File: config.mk
export PLATFORM = sky130hd
export DESIGN_NAME = deglitch_bank
export DESIGN_NICKNAME = d
export VERILOG_FILES = /design/src/rtl/deglitch_pkg.sv /design/src/rtl/deglitch_regs.sv /design/src/rtl/deglitch_chan.sv /design/src/rtl/deglitch_bank.sv
export SDC_FILE = /design/constraint.sdc
export NUM_CORES = 2
export LEC_CHECK = 0
export BUFFER_PORTS_ARGS = -buffer_cell sky130_fd_sc_hd__buf_2
export CAP_MARGIN = 40
export CORE_MARGIN = 5
export CORE_UTILIZATION = 40
export DETAILED_ROUTE_END_ITERATION = 12
export GPL_ROUTABILITY_DRIVEN = 0
export SYNTH_ARGS = -nofsm -noshare
export SYNTH_HDL_FRONTEND = slang
export SYNTH_SLANG_ARGS = --single-unit
File: constraint.sdc
create_clock -name clk -period 4.35 [get_ports clk]
set_clock_uncertainty 0.2 [all_clocks]
set_input_delay 0.435 -clock clk [delete_from_list [all_inputs] [get_ports clk]]
set_output_delay 0.435 -clock clk [all_outputs]
set_load 0.02 [all_outputs]
File: src/rtl/deglitch_pkg.sv
package deglitch_pkg;
  localparam int RD_BASE   = 'h00;
  localparam int CMD_ADDR  = 'h07;
  localparam int IVL_BASE  = 'h08;
  localparam int ENA_BASE  = 'h0C;
  localparam int CMD_LOAD  = 0;
  localparam int CMD_FLUSH = 1;

  function automatic int bytes_for(input int bits);
    return (bits + 7) / 8;
  endfunction
endpackage

File: src/rtl/deglitch_regs.sv
module deglitch_regs
  import deglitch_pkg::*;
#(
  parameter int NCH = 24,
  parameter int IW  = 20,
  parameter int AW  = 5
) (
  input  logic          clk,
  input  logic          rst,
  input  logic          wr_en,
  input  logic [AW-1:0] wr_addr,
  input  logic [7:0]    wr_data,
  output logic [NCH-1:0] ena,
  output logic [IW-1:0]  active_ivl,
  output logic           flush
);
  logic [IW-1:0] staged_ivl;
  logic          cmd_hit;
  logic          load;

  assign cmd_hit = wr_en && (wr_addr == AW'(CMD_ADDR));
  assign load    = cmd_hit && wr_data[CMD_LOAD];
  assign flush   = cmd_hit && wr_data[CMD_FLUSH];

  for (genvar k = 0; k < IW; k++) begin : g_ivl
    always_ff @(posedge clk) begin
      if (rst) staged_ivl[k] <= 1'b0;
      else if (wr_en && wr_addr == AW'(IVL_BASE + k / 8)) staged_ivl[k] <= wr_data[k % 8];
    end
  end

  for (genvar k = 0; k < NCH; k++) begin : g_ena
    always_ff @(posedge clk) begin
      if (rst) ena[k] <= 1'b0;
      else if (wr_en && wr_addr == AW'(ENA_BASE + k / 8)) ena[k] <= wr_data[k % 8];
    end
  end

  always_ff @(posedge clk) begin
    if (rst) active_ivl <= '0;
    else if (load) active_ivl <= staged_ivl;
  end

  // reset clears enables and the active interval
  a_r1_reset_clears: assert property (@(posedge clk) rst |=> (ena == '0 && active_ivl == '0));
  // the active interval moves only on a load command
  a_r5_stage_only: assert property (@(posedge clk) disable iff (rst)
    !load |=> $stable(active_ivl));
endmodule

File: src/rtl/deglitch_chan.sv
module deglitch_chan #(
  parameter int IW = 20
) (
  input  logic          clk,
  input  logic          rst,
  input  logic          sync_in,
  input  logic          en,
  input  logic          tick,
  input  logic [IW-1:0] lim,
  input  logic          flush,
  output logic          q
);
  logic [IW-1:0] cnt;
  logic [IW:0]   cnt_inc;
  logic          bypass;

  assign cnt_inc = {1'b0, cnt} + 1'b1;
  assign bypass  = !en || (lim == '0);

  always_ff @(posedge clk) begin
    if (rst) begin
      q   <= 1'b0;
      cnt <= '0;
    end else if (flush || bypass) begin
      q   <= sync_in;
      cnt <= '0;
    end else if (sync_in == q) begin
      cnt <= '0;
    end else if (tick) begin
      if (cnt_inc >= {1'b0, lim}) begin
        q   <= sync_in;
        cnt <= '0;
      end else begin
        cnt <= cnt_inc[IW-1:0];
      end
    end
  end

  // a disabled channel follows its synchronized input
  a_r2_bypass: assert property (@(posedge clk) disable iff (rst)
    (!en && !flush) |=> (q == $past(sync_in)));
  // zero interval behaves as bypass
  a_r8_zero_ivl: assert property (@(posedge clk) disable iff (rst)
    (lim == '0 && !flush) |=> (q == $past(sync_in)));
  // without a tick an enabled channel holds
  a_r4_tick_gate: assert property (@(posedge clk) disable iff (rst)
    (en && lim != '0 && !tick && !flush) |=> $stable(q));
  // flush resynchronizes output and clears the count
  a_r7_flush: assert property (@(posedge clk) disable iff (rst)
    flush |=> (q == $past(sync_in) && cnt == '0));
endmodule

File: src/rtl/deglitch_bank.sv
module deglitch_bank
  import deglitch_pkg::*;
#(
  parameter int NCH = 24,
  parameter int IW  = 20,
  parameter int AW  = 5
) (
  input  logic           clk,
  input  logic           rst,
  input  logic           tick,
  input  logic [NCH-1:0] raw_in,
  input  logic           wr_en,
  input  logic [AW-1:0]  wr_addr,
  input  logic [7:0]     wr_data,
  input  logic [AW-1:0]  rd_addr,
  output logic [7:0]     rd_data,
  output logic [NCH-1:0] filt_out
);
  localparam int NB = bytes_for(NCH);

  logic [NCH-1:0]  meta_q, sync_q;
  logic [NCH-1:0]  ena;
  logic [IW-1:0]   active_ivl;
  logic            flush;
  logic [NB*8-1:0] filt_pad;

  always_ff @(posedge clk) begin
    if (rst) begin
      meta_q <= '0;
      sync_q <= '0;
    end else begin
      meta_q <= raw_in;
      sync_q <= meta_q;
    end
  end

  deglitch_regs #(.NCH(NCH), .IW(IW), .AW(AW)) u_regs (
    .clk        (clk),
    .rst        (rst),
    .wr_en      (wr_en),
    .wr_addr    (wr_addr),
    .wr_data    (wr_data),
    .ena        (ena),
    .active_ivl (active_ivl),
    .flush      (flush)
  );

  for (genvar c = 0; c < NCH; c++) begin : g_chan
    deglitch_chan #(.IW(IW)) u_chan (
      .clk     (clk),
      .rst     (rst),
      .sync_in (sync_q[c]),
      .en      (ena[c]),
      .tick    (tick),
      .lim     (active_ivl),
      .flush   (flush),
      .q       (filt_out[c])
    );
  end

  assign filt_pad = (NB*8)'(filt_out);

  always_ff @(posedge clk) begin
    if (rst) begin
      rd_data <= '0;
    end else begin
      rd_data <= '0;
      for (int b = 0; b < NB; b++)
        if (rd_addr == AW'(RD_BASE + b)) rd_data <= filt_pad[b*8 +: 8];
    end
  end

  // unmapped read addresses return zero
  a_r9_unmapped_zero: assert property (@(posedge clk) disable iff (rst)
    (int'(rd_addr) >= RD_BASE + NB) |=> (rd_data == 8'h00));
endmodule

==> flow_metrics.py <==
metrics = {
    "final_layout": {
        "final_cells": 6766,
        "antennaDiodeCount": 0,
        "ff_latch_area_um2": 12500,
        "areaGrowthSynthToFinish_pct": 13.0,
        "final_area_um2": 49100,
        "multiInputGateArea_um2": 29500,
        "fin_nets": 5853,
        "fillCellCount": 10492,
        "final_layout_size_suffix_gt1_share_pct": 9.38,
    },
    "synth": {
        "synth_commonest_cells": "dfxtp_1 (624), nand2_1 (568), ha_1 (504)",
        "syn-instance-count": 5187,
        "synth_edf_count": 0,
        "ys_types": 100,
        "ys_top_cells_by_area": "dfxtp_1 (29%), ha_1 (15%), xnor2_1 (5.6%)",
        "synth_seq_cells": 624,
        "yosysTopAreaCell": "dfxtp_1",
        "synth_ff_type": "dfxtp_1",
        "synth_area_um2": 43400,
        "async_reset_ff_share_pct": 0,
        "synth_top_area_share_pct": 28.8,
        "yosysWarnings": 0,
        "yosysMostFrequentCell": "dfxtp_1",
        "synth_nets": 5737,
        "syn_avg_cell_area_um2": 8.37,
        "synth_seq_area_share_pct": 28.8,
    },
    "sta": {
        "finalCritPeriodShare_pct": 92.1,
        "setup_viol_count_final": 0,
        "final-hold-violation-count": 0,
        "tightest_slew_ns": 0.949,
        "finalCriticalPeriod_ns": 4.00,
        "rsz0062_at_grt": "false",
        "slew_headroom_pct": 36.4,
        "fin_setup_tns_ns": 0,
        "maxSlewViolCount": 0,
        "max_freq_mhz": 250,
    },
    "floorplan": {
        "die_y_um": 339,
        "die_x_um": 339,
        "die_area_um2": 115000,
        "rows": 120,
        "ios": 78,
        "start_util_pct": 40.4,
        "core_um2": 108000,
    },
    "cts": {
        "ctsHtreeMaxLevel": 3,
        "root_buffer": "clkbuf_16",
        "clock_path_buffers": 3,
        "cts_buffers": 77,
        "insertion_delay_ns": 0.67,
        "postCtsSetupBuffers": 0,
        "path_clk_slew_ns": 0.06,
        "cts_tree": "done",
        "clkSinkCount": 624,
    },
    "power": {
        "power_leakage_nw": 20.4,
        "ir_worst_vdd_mv": 0.271,
        "p_per_area_nw_per_um2": 259,
    },
    "drt": {
        "firstDrtPassIters": 8,
        "drcViolationCount": 0,
        "num_vias": 39560,
        "vias_per_cell": 5.85,
        "ant_nets": 0,
        "drt-initial-drc-count": 3062,
        "drt-total-wl_um": 134000,
        "wl_per_cell_um": 19.8,
    },
    "worst_hold_path": {
        "hold_depth": 3,
        "worstHoldPathType": "in2reg",
    },
    "worst_setup_path": {
        "slowest_stage": "dfxtp_1",
        "reg2reg_depth": 14,
        "path_max_fanout": 8,
        "r2r_slack_ns": 0.35,
        "rr_startpoint": "g_chan[4].u_chan.cnt[0]",
        "end_kind": "flip-flop",
        "critPathMaxStageDelay_ns": 0.42,
        "start_kind": "flip-flop",
        "crit_end": "g_chan[4].u_chan.cnt[10]",
        "arrival_ns": 4.39,
        "critPathRequiredTime_ns": 4.73,
        "startpoint": "g_chan[4].u_chan.cnt[0]",
        "crit_chain": "ha_1 > and2_1 > nand4_1 > nand2b_1 > nor2_1 > xor2_1 > ha_1 > a21o_1 > a211o_1 > a211oi_1 > o21a_2 > and2_1 > nand3_1 > o31ai_1",
        "worstSetupPathType": "reg2reg",
        "r2r-end": "g_chan[4].u_chan.cnt[10]",
    },
    "grt": {
        "grt_usage_pct": 22.4,
        "grt_pass1_wl_um": 209000,
        "grt_max_degree": 126,
        "grt_pass1_vias": 36894,
        "antenna_found_initial": 3,
        "overflow": 0,
    },
    "place": {
        "hpwlAfterDp_um": 93500,
        "io_buffers": 77,
        "dp_cells": 6589,
        "place_area_um2": 46100,
    },
    "run_status": {
        "status": "finished clean",
    },
    "flow_run": {
        "drv_cap": 0,
    },
}
==> cell type report <==
class,instances,share of cell area [%]
Clock buffer,106,4.48
Clock inverter,33,0.775
Inverter,87,0.681
Multi-Input combinational cell,4208,60.2
Sequential cell,624,25.5
Tap cell,1403,3.58
Timing Repair Buffer,305,4.85
==> logic make-up (layout without fill, tap and decap cells) <==
logic type      Yosys count  in the layout  synth area share, %
compound gates         1052           1052                 16.8
xor+xnor                479            479                 9.66
fa+ha+maj               504            504                 14.5
buf+inv                 355            531                 3.46
flops                   624            624                 28.8
mux                      79             79                 1.83
simple gates           2094           2094                 24.9
==> state kept, by name, indices dropped and copies added (netlist names) <==
name               count
g_chan.u_chan.cnt    480
g_chan.u_chan.q       24
meta_q                24
sync_q                24
u_regs.ena            24
u_regs.active_ivl     20
u_regs.staged_ivl     20
rd_data                8
==> stage by stage <==
step                      utilization, %  setup slack [ns]  hold WS [ns]  total power [mW]
final                               45.6             0.346        0.0429              12.7
after global routing                45.6            0.0180        0.0209              13.1
after CTS                           45.6             0.250       0.00120              12.8
after detailed placement            42.9             0.258         0.225              6.19
after global placement              42.7             0.129         0.223              6.19
after floorplan                        -             0.566         0.214              6.06
==> routing by layer <==
metal,GRT usage (%),share of wire [%]
met4,7.07,3.4
met5,0,0
met1,31.4,46
met2,34.7,43
met3,4.38,7.6
==> worst min path at each step <==
stage | startpoint | endpoint | slack (ns)
after global placement | meta_q[11] | sync_q[11] | 0.22
final | wr_data[4] | u_regs.staged_ivl[12] | 0.04
after floorplan | meta_q[0] | sync_q[0] | 0.21
after CTS | wr_data[0] | u_regs.staged_ivl[16] | 0.001
after detailed placement | meta_q[11] | sync_q[11] | 0.22
after global routing | wr_data[4] | u_regs.ena[4] | 0.02
==> power breakdown <==
part           internal [mW]  leakage (nW)  switching [mW]
Clock                   3.85          1.26            2.73
Combinational         0.0975          14.1           0.210
Sequential              5.75          5.04          0.0411
==> placed cells by master, fill, tap and decap left out, types with 52 or more instances in the layout <==
cell type / synthesis / routed
a21o_1: 89 / 89
a21oi_1: 265 / 263
a22o_1: 53 / 53
a32o_1: 88 / 88
and2_1: 53 / 52
and3_1: 140 / 140
buf_2: 43 / 76
buf_4: 27 / 173
clkbuf_16: 0 / 77
dfxtp_1: 624 / 623
ha_1: 504 / 504
inv_1: 85 / 66
mux2i_1: 77 / 77
nand2_1: 568 / 567
nand3_1: 394 / 393
nand4_1: 129 / 129
nor2_1: 288 / 287
nor2b_1: 80 / 80
nor3_1: 114 / 108
nor4_1: 53 / 53
o211ai_1: 61 / 61
o21ai_0: 176 / 176
xnor2_1: 279 / 279
xor2_1: 200 / 200
==> timing repair <==
item / 4_1_cts / 5_1_grt
hold buffers: 38 / 0
resized for setup: 0 / 7
hold endpoints to repair: 53 / 0
endpoints found under the setup margin: 0 / 41
==> worst max-delay path, delay by kind of cell (launching register included) <==
family,cells,cell delay [ns]
AOI/OAI and AO/OA,5,1.28
adders and majority gates,2,0.55
xor gates and xnor gates,1,0.22
and+or+nand+nor,6,1.27
DFF,1,0.42
(Power assumes the default switching activity.)
